==> config.mk <==
export PLATFORM = sky130hd
export DESIGN_NAME = sdfifo_xfer
export DESIGN_NICKNAME = d
export VERILOG_FILES = /design/src/rtl/sdfifo_pkg.sv /design/src/rtl/sdfifo_wordq.sv /design/src/rtl/sdfifo_packer.sv /design/src/rtl/sdfifo_unpacker.sv /design/src/rtl/sdfifo_xfer.sv
export SDC_FILE = /design/constraint.sdc
export NUM_CORES = 1
export LEC_CHECK = 0
export ABC_AREA = 1
export BUFFER_PORTS_ARGS = -buffer_cell sky130_fd_sc_hd__buf_4
export CORE_ASPECT_RATIO = 1.25
export CORE_MARGIN = 3
export CORE_UTILIZATION = 50
export CTS_CLUSTER_SIZE = 10
export DETAILED_ROUTE_END_ITERATION = 16
export GPL_TIMING_DRIVEN = 1
export PLACE_DENSITY_LB_ADDON = 0.05
export SLEW_MARGIN = 20
export SYNTH_ARGS = -nofsm -noshare
export SYNTH_HDL_FRONTEND = slang
export SYNTH_HIERARCHICAL = 1
export SYNTH_SLANG_ARGS = --single-unit
==> constraint.sdc <==
create_clock -name clk -period 3.55 [get_ports clk]
set_input_delay 0.355 -clock clk [delete_from_list [all_inputs] [get_ports clk]]
set_output_delay 0.355 -clock clk [all_outputs]
set_load 0.01 [all_outputs]
==> src/rtl/sdfifo_pkg.sv <==
package sdfifo_pkg;

    typedef logic [31:0] word_t;
    typedef logic [7:0]  byte_t;

    // Register offsets (byte addresses)
    localparam logic [7:0] OFS_CTRL  = 8'h00;
    localparam logic [7:0] OFS_COUNT = 8'h04;
    localparam logic [7:0] OFS_WORDS = 8'h08;
    localparam logic [7:0] OFS_STAT  = 8'h0C;

    // FIFO window: 0x80 .. 0xBF, every word aliases one port
    function automatic logic in_window(input logic [7:0] a);
        return a[7:6] == 2'b10;
    endfunction

endpackage

==> src/rtl/sdfifo_wordq.sv <==
module sdfifo_wordq #(
    parameter int DEPTH = 16,
    parameter int WIDTH = 32
) (
    input  logic                            clk,
    input  logic                            rst_n,
    input  logic                            push,
    input  logic [WIDTH-1:0]                push_data,
    input  logic                            pop,
    output logic [WIDTH-1:0]                head,
    output logic [$clog2(DEPTH+1)-1:0]      occ,
    output logic                            not_empty,
    output logic                            not_full
);
    localparam int PW = (DEPTH > 1) ? $clog2(DEPTH) : 1;
    localparam int OW = $clog2(DEPTH+1);

    typedef struct packed {
        logic [PW-1:0] wp;
        logic [PW-1:0] rp;
        logic [OW-1:0] occ;
        logic          ne;
        logic          nf;
    } q_st_t;

    q_st_t st_q, st_d;
    logic [WIDTH-1:0] mem [DEPTH];

    function automatic logic [PW-1:0] bump(input logic [PW-1:0] p);
        return (p == PW'(DEPTH-1)) ? '0 : p + PW'(1);
    endfunction

    always_comb begin
        st_d = st_q;
        if (push) st_d.wp = bump(st_q.wp);
        if (pop)  st_d.rp = bump(st_q.rp);
        st_d.occ = st_q.occ + OW'(push) - OW'(pop);
        st_d.ne  = st_d.occ != '0;
        st_d.nf  = st_d.occ != OW'(DEPTH);
    end

    always_ff @(posedge clk or negedge rst_n) begin
        if (!rst_n) begin
            st_q.wp  <= '0;
            st_q.rp  <= '0;
            st_q.occ <= '0;
            st_q.ne  <= 1'b0;
            st_q.nf  <= 1'b1;
        end else begin
            st_q <= st_d;
        end
    end

    always_ff @(posedge clk) begin
        if (push) mem[st_q.wp] <= push_data;
    end

    assign head      = mem[st_q.rp];
    assign occ       = st_q.occ;
    assign not_empty = st_q.ne;
    assign not_full  = st_q.nf;


    no_overflow_chk: assert property (@(posedge clk) disable iff (!rst_n)
        push |-> (st_q.occ != OW'(DEPTH)));

    no_underflow_chk: assert property (@(posedge clk) disable iff (!rst_n)
        pop |-> (st_q.occ != '0));

    flag_track_chk: assert property (@(posedge clk) disable iff (!rst_n)
        (not_empty == (occ != '0)) && (not_full == (occ != OW'(DEPTH))));

endmodule

==> src/rtl/sdfifo_packer.sv <==
module sdfifo_packer
    import sdfifo_pkg::*;
(
    input  logic  clk,
    input  logic  rst_n,
    input  logic  clear,
    input  logic  take,
    input  byte_t byte_in,
    input  logic  last,
    output logic  push,
    output word_t word
);
    typedef struct packed {
        word_t      acc;
        logic [1:0] lane;
    } pk_st_t;

    pk_st_t st_q, st_d;
    word_t  merged;

    always_comb begin
        merged = st_q.acc | (word_t'(byte_in) << {st_q.lane, 3'b000});
        push   = take && ((st_q.lane == 2'd3) || last);
        word   = merged;
        st_d   = st_q;
        if (clear) begin
            st_d.acc  = '0;
            st_d.lane = '0;
        end else if (take) begin
            if (push) begin
                st_d.acc  = '0;
                st_d.lane = '0;
            end else begin
                st_d.acc  = merged;
                st_d.lane = st_q.lane + 2'd1;
            end
        end
    end

    always_ff @(posedge clk or negedge rst_n) begin
        if (!rst_n) st_q <= '0;
        else        st_q <= st_d;
    end


    partial_zero_chk: assert property (@(posedge clk) disable iff (!rst_n)
        (push && st_q.lane != 2'd3) |-> (word[31:24] == 8'h00));

endmodule

==> src/rtl/sdfifo_unpacker.sv <==
module sdfifo_unpacker
    import sdfifo_pkg::*;
(
    input  logic  clk,
    input  logic  rst_n,
    input  logic  clear,
    input  logic  enable,
    input  logic  fifo_ne,
    input  word_t head,
    input  logic  sent,
    input  logic  last,
    output logic  pop,
    output logic  tx_valid,
    output byte_t tx_data
);
    typedef struct packed {
        word_t      shreg;
        logic [2:0] left;
    } up_st_t;

    up_st_t st_q, st_d;

    always_comb begin
        pop      = enable && (st_q.left == 3'd0) && fifo_ne && !clear;
        tx_valid = enable && (st_q.left != 3'd0);
        tx_data  = st_q.shreg[7:0];
        st_d     = st_q;
        if (clear) begin
            st_d.left = 3'd0;
        end else if (pop) begin
            st_d.shreg = head;
            st_d.left  = 3'd4;
        end else if (sent) begin
            st_d.shreg = st_q.shreg >> 8;
            st_d.left  = last ? 3'd0 : st_q.left - 3'd1;
        end
    end

    always_ff @(posedge clk or negedge rst_n) begin
        if (!rst_n) st_q <= '0;
        else        st_q <= st_d;
    end


    tx_hold_chk: assert property (@(posedge clk) disable iff (!rst_n)
        (tx_valid && !sent && !clear) |=> (tx_valid && $stable(tx_data)));

endmodule

==> src/rtl/sdfifo_xfer.sv <==
module sdfifo_xfer
    import sdfifo_pkg::*;
#(
    parameter int DEPTH  = 16,
    parameter int CNT_W  = 16,
    parameter int ADDR_W = 8
) (
    input  logic              clk,
    input  logic              rst_n,
    input  logic              reg_wr_en,
    input  logic              reg_rd_en,
    input  logic [ADDR_W-1:0] reg_addr,
    input  logic [31:0]       reg_wdata,
    output logic [31:0]       reg_rdata,
    input  logic              card_rx_valid,
    input  logic [7:0]        card_rx_data,
    output logic              card_rx_ready,
    output logic              card_tx_valid,
    output logic [7:0]        card_tx_data,
    input  logic              card_tx_ready,
    output logic              rx_avail,
    output logic              tx_space
);
    localparam int OW = $clog2(DEPTH+1);

    typedef struct packed {
        logic             dir;
        logic [CNT_W-1:0] cnt;
    } top_st_t;

    top_st_t st_q, st_d;

    logic [7:0]  a8;
    logic        wr_ctrl, wr_count, wr_win, rd_win, clear;
    logic        rx_take, tx_take, last;
    logic        host_push, host_pop, pk_push, up_pop, up_valid;
    logic        f_ne, f_nf;
    logic [OW-1:0] f_occ;
    word_t       f_head, pk_word, f_wdata;
    byte_t       up_byte;
    logic [CNT_W:0] words_up;
    logic        unused_bits;

    assign a8 = 8'(reg_addr);
    assign unused_bits = ^{reg_wdata[31:CNT_W], reg_addr};

    always_comb begin
        wr_ctrl  = reg_wr_en && (a8 == OFS_CTRL);
        wr_count = reg_wr_en && (a8 == OFS_COUNT);
        wr_win   = reg_wr_en && in_window(a8);
        rd_win   = reg_rd_en && in_window(a8);
        clear    = wr_ctrl || wr_count;
        last     = st_q.cnt == CNT_W'(1);

        card_rx_ready = st_q.dir && (st_q.cnt != '0) && f_nf && !clear;
        rx_take       = card_rx_ready && card_rx_valid;
        tx_take       = up_valid && card_tx_ready;

        host_push = wr_win && !st_q.dir && (st_q.cnt != '0) && f_nf;
        host_pop  = rd_win && st_q.dir && f_ne;
        f_wdata   = st_q.dir ? pk_word : reg_wdata;

        st_d = st_q;
        if (wr_ctrl) st_d.dir = reg_wdata[0];
        if (wr_count)                st_d.cnt = reg_wdata[CNT_W-1:0];
        else if (rx_take || tx_take) st_d.cnt = st_q.cnt - CNT_W'(1);

        words_up = ({1'b0, st_q.cnt} + (CNT_W+1)'(3)) >> 2;

        reg_rdata = '0;
        if (reg_rd_en) begin
            if (in_window(a8)) begin
                reg_rdata = host_pop ? f_head : 32'h0;
            end else begin
                case (a8)
                    OFS_CTRL:  reg_rdata = {31'h0, st_q.dir};
                    OFS_COUNT: reg_rdata = 32'(st_q.cnt);
                    OFS_WORDS: reg_rdata = 32'(words_up);
                    OFS_STAT:  reg_rdata = {30'h0, f_nf, f_ne};
                    default:   reg_rdata = '0;
                endcase
            end
        end
    end

    always_ff @(posedge clk or negedge rst_n) begin
        if (!rst_n) st_q <= '0;
        else        st_q <= st_d;
    end

    sdfifo_wordq #(.DEPTH(DEPTH), .WIDTH(32)) u_q (
        .clk       (clk),
        .rst_n     (rst_n),
        .push      (pk_push || host_push),
        .push_data (f_wdata),
        .pop       (host_pop || up_pop),
        .head      (f_head),
        .occ       (f_occ),
        .not_empty (f_ne),
        .not_full  (f_nf)
    );

    sdfifo_packer u_pk (
        .clk     (clk),
        .rst_n   (rst_n),
        .clear   (clear),
        .take    (rx_take),
        .byte_in (card_rx_data),
        .last    (last),
        .push    (pk_push),
        .word    (pk_word)
    );

    sdfifo_unpacker u_up (
        .clk      (clk),
        .rst_n    (rst_n),
        .clear    (clear),
        .enable   (!st_q.dir && (st_q.cnt != '0) && !clear),
        .fifo_ne  (f_ne),
        .head     (f_head),
        .sent     (tx_take),
        .last     (last),
        .pop      (up_pop),
        .tx_valid (up_valid),
        .tx_data  (up_byte)
    );

    assign card_tx_valid = up_valid;
    assign card_tx_data  = up_byte;
    assign rx_avail      = f_ne;
    assign tx_space      = f_nf;


    cnt_step_chk: assert property (@(posedge clk) disable iff (!rst_n)
        (!wr_count && (rx_take || tx_take)) |=> (st_q.cnt == $past(st_q.cnt) - CNT_W'(1)));

    cnt_hold_chk: assert property (@(posedge clk) disable iff (!rst_n)
        (!wr_count && !rx_take && !tx_take) |=> $stable(st_q.cnt));

    full_stall_chk: assert property (@(posedge clk) disable iff (!rst_n)
        !tx_space |-> !card_rx_ready);

    idle_chk: assert property (@(posedge clk) disable iff (!rst_n)
        (st_q.cnt == '0) |-> (!card_tx_valid && !card_rx_ready));

    ignore_wr_chk: assert property (@(posedge clk) disable iff (!rst_n)
        (wr_win && (st_q.cnt == '0) && !host_pop) |=> $stable(f_occ));

endmodule

==> summary.txt, run 1 <==
RSZ-0062 raised after global routing = no
Final Cycle Share = 0.952
initial DRC count = 1766
htree depth = 3
number of global-route vias before repair = 21739
Synth Warn # = 6
crit-path max FO = 61
r2r worst-path depth = 17
Fmax = 296 MHz
Clock power frac = 0.270
drt first pass iters = 5
setup violators final = 0
Top Metal Used = met4
first-pass GRT wire length = 129000 µm
Critical R2R Launch = st_q[0]
r2r endpoint = u_q/not_empty
synthesis-to-finish area growth = 12.1%
GPL Wtd Cong = 0.947
# DRC = 0
Antenna Nets Post-Route = 0
Hold EP = st_q[4]
crit path DAT = 3.02 ns
static leakage = 15.5 nW
most frequent cells in the layout = 1129 x nand2_1, 572 x inv_1, 512 x edfxtp_1
clk root buf = clkbuf_16
Pwr per Cell Area = 749 nW/µm²
Routed WL per cell = 20.5 µm
Hold Crit Class = in -> reg
net switching power = 0.00995 W
status = complete, no violations
syn avg cell area = 9.11 µm²
Clock Sinks = 613
total global routing overflow = 0
Crit Path Class = reg -> out
Die Y = 278 µm
Final Slew Violations = 0
critical path required time = 3.19 ns
Mapped Area = 29700 µm²
Core ar. = 58600 µm²
Crit. End Element = output port
initial antenna violation count = 2
via count = 21852
Initial Utilization = 0.506
CP Launch Type = flip-flop
Fin Clk Skew = 0.0247 ns
max cap viols = 0
Clock Latency Late Sink = 0.61 ns
worst slew pin tran = 0.812 ns
Post-Syn Nets = 3326
total CTS buffers = 72
Final Hold Fails = 0
Chip Width = 224 µm
dpl ws = 0.203 ns
die area = 62300 µm²
Setup WS post-layout = 0.171 ns
final wirelength = 85000 µm
Cells after Synth = 3255
CTS clk-pin slew, worst paths = 0.05 ns
Setup Total Neg Slack = 0 ns
hold depth = 5
most common cell after layout, fill and taps aside = nand2_1
share of cells above drive strength 1 = 0.104
wire length on met1 = 35200 µm
Ports = 98
NumNets Final = 3418
internal power = 0.0150 W
Max IR drop VDD = 0.626 mV
largest net degree at the start of global routing = 159
CTS tree = yes
r2r setup slk = 0.24 ns
met3 wire length = 4740 µm
hold wc startpoint = reg_wdata[4]
num rows = 99
Seq pwr share = 0.352
Relative slew margins = 0.457
HPWL Detailed = 54100 µm
Port Buf Inserts = 97
Post-Route Utilization = 0.568
GRT Total Usage = 0.274
maximum buffer depth of the clock tree = 3
Final Critical Period = 3.38 ns
Switching Fraction = 0.399
Antenna diodes = 0
DR WL met2 = 41200 µm
vias per cell = 5.26
Comb power frac = 0.378
==> per-stage QoR <==
step                      total power [W]  hold WS (ns)  instances  area, µm²
final                              0.0249        0.0970       4153      33300
after global routing               0.0264         0.123       4153      33300
after CTS                          0.0250        0.0642       4152      33200
after detailed placement           0.0182         0.472       4028      31100
after global placement             0.0181         0.466       4028      31100
after floorplan                    0.0153        0.0594       3255      29700
==> metal layers <==
metal / up-vias / global-route usage
met4: 0 / 0.123
met1: 10539 / 0.358
met5: - / 0
met2: 698 / 0.462
li1: 10464 / -
met3: 151 / 0.0346
==> area by class of cell <==
class,count,area (µm²)
fill,5218,25300
tap,757,947
clock buffer,114,2010
clock inverter,9,91.3
multi-input combinational,1892,8530
timing repair buffer,186,1560
inverter,582,2200
sequential,613,17900
==> timing repair <==
action | in CTS | in global routing
setup buffers | 0 | 0
setup endpoints to repair | 0 | 2
hold endpoints to repair | 72 | 0
hold buffers | 1 | 0
gates resized for setup | 0 | 3
==> worst max path at each step <==
stage / startpoint / end / slack [ns]
final: u_q/st_q[7] / reg_rdata[5] / 0.17
after global routing: u_q/st_q[7] / reg_rdata[21] / 0.002
after CTS: st_q[0] / u_q/not_empty / 0.17
after detailed placement: st_q[0] / u_q/not_empty / 0.20
after global placement: reg_addr[7] / u_q/not_empty / 0.23
after floorplan: st_q[0] / u_q/mem[11][0] / -0.39
==> critical path, stage by stage (launching register included) <==
cell and delay [ns]:
dfrtp_4 0.58, inv_6 0.28, buf_12 0.32, nand2_1 0.09, nand2_1 0.07, nand2_1 0.06
nand3_1 0.10, nand3_1 0.09, nand2_1 0.19, inv_1 0.06, nor2_1 0.24, o21ai_0 0.14
inv_1 0.07, buf_4 0.11
==> registers in the layout (all words and copies together), names as in the netlist <==
register       count
u_up/st_q         27
u_pk/st_q         34
u_q/not_empty      1
u_up/tx_data       8
u_q/not_full       1
u_q/mem          512
u_q/st_q           8
st_q              17
u_q/occ            5
==> power groups by stage <==
| stage | Clock (W) | Sequential [W] | Combinational (W) |
|---|---|---|---|
| after global placement | 0 | 0.00887 | 0.00928 |
| after floorplan | 0 | 0.00871 | 0.00655 |
| after CTS | 0.00687 | 0.00875 | 0.00940 |
| after detailed placement | 0 | 0.00888 | 0.00936 |
| after global routing | 0.00717 | 0.00882 | 0.0104 |
| final | 0.00673 | 0.00877 | 0.00942 |
Power figures use the tool's default switching activity.
==> run 2: changes to the inputs <==
--- a/config.mk
+++ b/config.mk
@@ -13,6 +13,7 @@
 export CTS_CLUSTER_SIZE = 10
 export DETAILED_ROUTE_END_ITERATION = 16
 export GPL_TIMING_DRIVEN = 1
+export HOLD_SLACK_MARGIN = 0.1
 export PLACE_DENSITY_LB_ADDON = 0.05
 export SLEW_MARGIN = 20
 export SYNTH_ARGS = -nofsm -noshare
==> summary.txt, run 2 (synthesized netlist as in run 1, its figures left out) <==
status = complete, no violations
Seq. cell area = 17900 µm²
max cap viols = 0
hold_ws = 0.119 ns
most flop-heavy register = u_q/mem
Non-Filler Instances = 4159
Clock Latency Late Sink = 0.61 ns
Fmax = 296 MHz
Fin Clk Skew = 0.0246 ns
Final Cycle Share = 0.951
Largest register FFs = 512
Chip Width = 224 µm
maximum buffer depth of the clock tree = 3
total CTS buffers = 72
dpl cells = 4028
RSZ-0062 raised after global routing = no
critical path required time = 3.19 ns
# DRC = 0
CTS tree = yes
Pwr per Cell Area = 748 nW/µm²
Final Critical Period = 3.38 ns
number of global-route vias before repair = 21755
Critical path origin = u_q/st_q[7]
Critical R2R Launch = st_q[0]
Crit Path Class = reg -> out
Switching Fraction = 0.399
Crit. End Element = output port
crit path DAT = 3.02 ns
initial antenna violation count = 2
Seq pwr share = 0.352
Final Slew Violations = 0
dpl ws = 0.203 ns
Antenna diodes = 0
Core ar. = 58600 µm²
Max IR drop VDD = 0.622 mV
Setup Buffers After CTS = 0
CP Launch Type = flip-flop
Antenna Nets Post-Route = 0
GRT Total Usage = 0.274
multi-input logic area = 8530 µm²
synthesis-to-finish area growth = 12.3%
Setup Total Neg Slack = 0 ns
crit-path max FO = 61
Relative slew margins = 0.450
Comb power frac = 0.378
htree depth = 3
setup violators final = 0
via count = 21875
most frequent cells in the layout = 1129 x nand2_1, 572 x inv_1, 512 x edfxtp_1
share of cells above drive strength 1 = 0.104
total global routing overflow = 0
NumNets Final = 3424
drt first pass iters = 5
final wirelength = 85000 µm
biggest regs = u_q/mem: 512 flops, u_pk/st_q: 34 flops, u_up/st_q: 27 flops
first-pass GRT wire length = 129000 µm
fillers = 5213
worst slew pin tran = 0.823 ns
most common cell after layout, fill and taps aside = nand2_1
num rows = 99
Routed WL per cell = 20.4 µm
CTS clk-pin slew, worst paths = 0.06 ns
GPL Wtd Cong = 0.947
Clock power frac = 0.270
Die Y = 278 µm
Setup WS post-layout = 0.173 ns
Hold Crit Class = in -> reg
largest net degree at the start of global routing = 159
internal power = 0.0150 W
die area = 62300 µm²
Final Hold Fails = 0
Clock Sinks = 613
Ports = 98
Initial Utilization = 0.506
hold wc startpoint = reg_wdata[0]
static leakage = 15.5 nW
clk root buf = clkbuf_16
net switching power = 0.00995 W
vias per cell = 5.26
initial DRC count = 1738
HPWL Detailed = 54100 µm
Port Buf Inserts = 97
[run 2: cell type report]
cell class	count	share of cell area
inverter	582	0.0660
multi-input combinational	1892	0.256
tap	757	0.0284
clock buffer	114	0.0604
sequential	613	0.538
timing repair buffer	192	0.0485
clock inverter	9	0.00274
[run 2: critical path: stages (launching register included)]
cell	delay, ns
dfrtp_4	0.58
inv_6	0.28
buf_12	0.32
nand2_1	0.09
nand2_1	0.07
nand2_1	0.06
nand3_1	0.10
nand3_1	0.09
nand2_1	0.19
inv_1	0.06
nor2_1	0.23
o21ai_0	0.14
inv_1	0.07
buf_4	0.11
[run 2: final timing paths]
| path | end | slack, ns | cells after the start |
|---|---|---|---|
| setup / recovery | reg_rdata[5] | 0.17 | 13 |
| hold / removal | st_q[16] | 0.12 | 3 |
| setup reg to reg | u_q/not_empty | 0.24 | 17 |
| hold reg to reg | u_up/st_q[2] | 0.49 | 2 |
| max in group asynchronous | u_up/st_q[22] | 2.21 | 4 |
| min in group asynchronous | st_q[16] | 0.36 | 2 |
[run 2: repair_timing]
item / 4_1_cts / 5_1_grt
hold buffers: 7 / 0
setup endpoints to repair: 0 / 2
resized for setup: 0 / 3
endpoints found under the hold margin: 78 / 0
[run 2: metrics by stage]
step	utilization	power (W)	instance area, µm²
final	0.569	0.0249	33300
after floorplan	-	0.0153	29700
after CTS	0.568	0.0250	33300
after global placement	0.531	0.0181	31100
after global routing	0.569	0.0264	33300
after detailed placement	0.531	0.0182	31100
[run 2: metal layers]
metal	part of all wire	vias to the layer above	GRT usage	routed length [µm]
li1	-	10480	-	-
met4	0.044	0	0.123	3750
met3	0.054	152	0.0346	4620
met1	0.41	10562	0.357	35200
met2	0.49	681	0.463	41400
met5	0	-	0	0
[run 2: power by group through the flow]
stage               sequential [W]  combinational [W]  clock, W
floorplan                  0.00871            0.00655         0
global placement           0.00887            0.00928         0
detailed placement         0.00888            0.00936         0
CTS                        0.00875            0.00941   0.00687
global route               0.00882             0.0104   0.00717
finish                     0.00877            0.00942   0.00673
==> run 3: changes to the inputs <==
--- a/config.mk
+++ b/config.mk
@@ -10,6 +10,7 @@
 export CORE_ASPECT_RATIO = 1.25
 export CORE_MARGIN = 3
 export CORE_UTILIZATION = 50
+export CTS_BUF_LIST = sky130_fd_sc_hd__clkbuf_4 sky130_fd_sc_hd__clkbuf_8
 export CTS_CLUSTER_SIZE = 10
 export DETAILED_ROUTE_END_ITERATION = 16
 export GPL_TIMING_DRIVEN = 1
==> summary.txt, run 3 (synthesized netlist as in run 1, its figures left out) <==
status = complete, no violations
fillers = 5262
GPL Wtd Cong = 0.947
Worst setup endpoint = reg_rdata[1]
clk root buf = clkbuf_8
Crit Path Class = reg -> out
maximum buffer depth of the clock tree = 3
crit path cell chain = buf_12 -> nand2_1 -> nand3_1 -> nand3_1 -> nand3_1 -> nand2_1 -> nand2_1 -> nand2_1 -> nand2_1 -> inv_1 -> buf_4
Final Critical Period = 3.41 ns
Antenna Nets Post-Route = 0
Core ar. = 58600 µm²
Fmax = 293 MHz
Final Hold Fails = 0
HPWL Detailed = 54100 µm
Worst path most repeated cell = nand2_1
Initial Utilization = 0.506
Chip Width = 224 µm
Routed WL per cell = 20.1 µm
synthesis-to-finish area growth = 12.4%
Largest register FFs = 512
Ports = 98
CTS tree = yes
RSZ-0062 raised after global routing = yes
Hold Crit Class = in -> reg
DP Area = 31100 µm²
crit path DAT = 3.06 ns
num rows = 99
Final Cycle Share = 0.961
critical path required time = 3.19 ns
final wirelength = 85400 µm
Non-Filler Instances = 4239
crit-path max FO = 98
Max IR drop VDD = 0.589 mV
Stages on worst setup path = 11
first-pass GRT wire length = 130000 µm
max cap viols = 0
r2r setup slk = 0.23 ns
CP max-delay cell = dfrtp_4
hold depth = 5
biggest regs = u_q/mem: 512 flops, u_pk/st_q: 34 flops, u_up/st_q: 27 flops
largest net degree at the start of global routing = 159
total global routing overflow = 0
number of global-route vias before repair = 22114
most flop-heavy register = u_q/mem
r2r worst-path depth = 17
Pwr per Cell Area = 725 nW/µm²
most frequent cells in the layout = 1129 x nand2_1, 572 x inv_1, 512 x edfxtp_1
Crit. End Element = output port
worst slew pin tran = 0.794 ns
CTS clk-pin slew, worst paths = 0.07 ns
Worst path max stage delay = 0.57 ns
Port Buf Inserts = 97
worst path bufs/invs = 3
fin area = 33300 µm²
initial antenna violation count = 2
Final Slew Violations = 0
drt first pass iters = 7
vias per cell = 5.23
die area = 62300 µm²
most common cell after layout, fill and taps aside = nand2_1
# DRC = 0
Critical path origin = u_q/st_q[7]
static leakage = 15.6 nW
dpl cells = 4028
Die Y = 278 µm
Relative slew margins = 0.471
hold_ws = 0.195 ns
NumNets Final = 3475
Critical R2R Launch = st_q[1]
via count = 22187
Clock Latency Late Sink = 0.69 ns
GRT Total Usage = 0.275
initial DRC count = 1585
Fin Clk Skew = 0.0255 ns
Clock Sinks = 613
r2r endpoint = u_q/not_empty
Setup Buffers After CTS = 0
setup violators final = 0
htree depth = 3
share of cells above drive strength 1 = 0.120
total CTS buffers = 96
CP Launch Type = flip-flop
CP top delay family = simple AND/OR/NAND/NOR gates
[run 3: repair_timing]
action	CTS	global route
endpoints found under the setup margin	0	6
hold endpoints to repair	118	0
resized for setup	0	6
hold buffers	34	0
[run 3: how the worst min path moves through the flow]
stage | end | startpoint | slack (ns)
global placement | u_up/st_q[2] | u_up/st_q[2] | 0.47
floorplan | st_q[0] | rst_n | 0.06
finish | st_q[12] | reg_wdata[12] | 0.20
global route | st_q[15] | reg_wdata[15] | 0.22
CTS | st_q[12] | reg_wdata[12] | 0.12
detailed placement | u_up/st_q[2] | u_up/st_q[2] | 0.47
[run 3: worst min-delay path: stages]
cell,delay [ns]
buf_4,0.08
inv_1,0.11
o21ai_0,0.19
nand2_1,0.05
nand2_1,0.05
[run 3: power breakdown]
group	switching, W	internal, W
sequential	0.000393	0.00837
clock	0.00275	0.00306
combinational	0.00678	0.00281
total	0.00992	0.0142
[run 3: layout make-up]
type	count	area, µm²	area share
Clock inverter	47	255	0.00765
Sequential cell	613	17900	0.537
Clock buffer	128	1590	0.0478
Multi-Input combinational cell	1892	8530	0.256
Inverter	582	2200	0.0660
Antenna cell	1	2.50	0.0000750
Tap cell	757	947	0.0284
Timing Repair Buffer	219	1900	0.0569
[run 3: layer usage]
layer | up-vias | routed length [µm] | track usage
met5 | - | 0 | 0
met4 | 0 | 4000 | 0.130
met3 | 161 | 4720 | 0.0367
met2 | 740 | 41400 | 0.465
met1 | 10696 | 35200 | 0.353
li1 | 10590 | - | -
[run 3: stage by stage]
step           worst slack [ns]  power, W  utilization  setup TNS, ns
2_1_floorplan            -0.392    0.0153            -        -170.92
3_3_place_gp              0.230    0.0181        0.531              0
3_5_place_dp              0.203    0.0182        0.531              0
4_1_cts                  0.0711    0.0242        0.568              0
5_1_grt                 -0.0101    0.0257        0.569        -0.0101
6_report                  0.139    0.0242        0.569              0
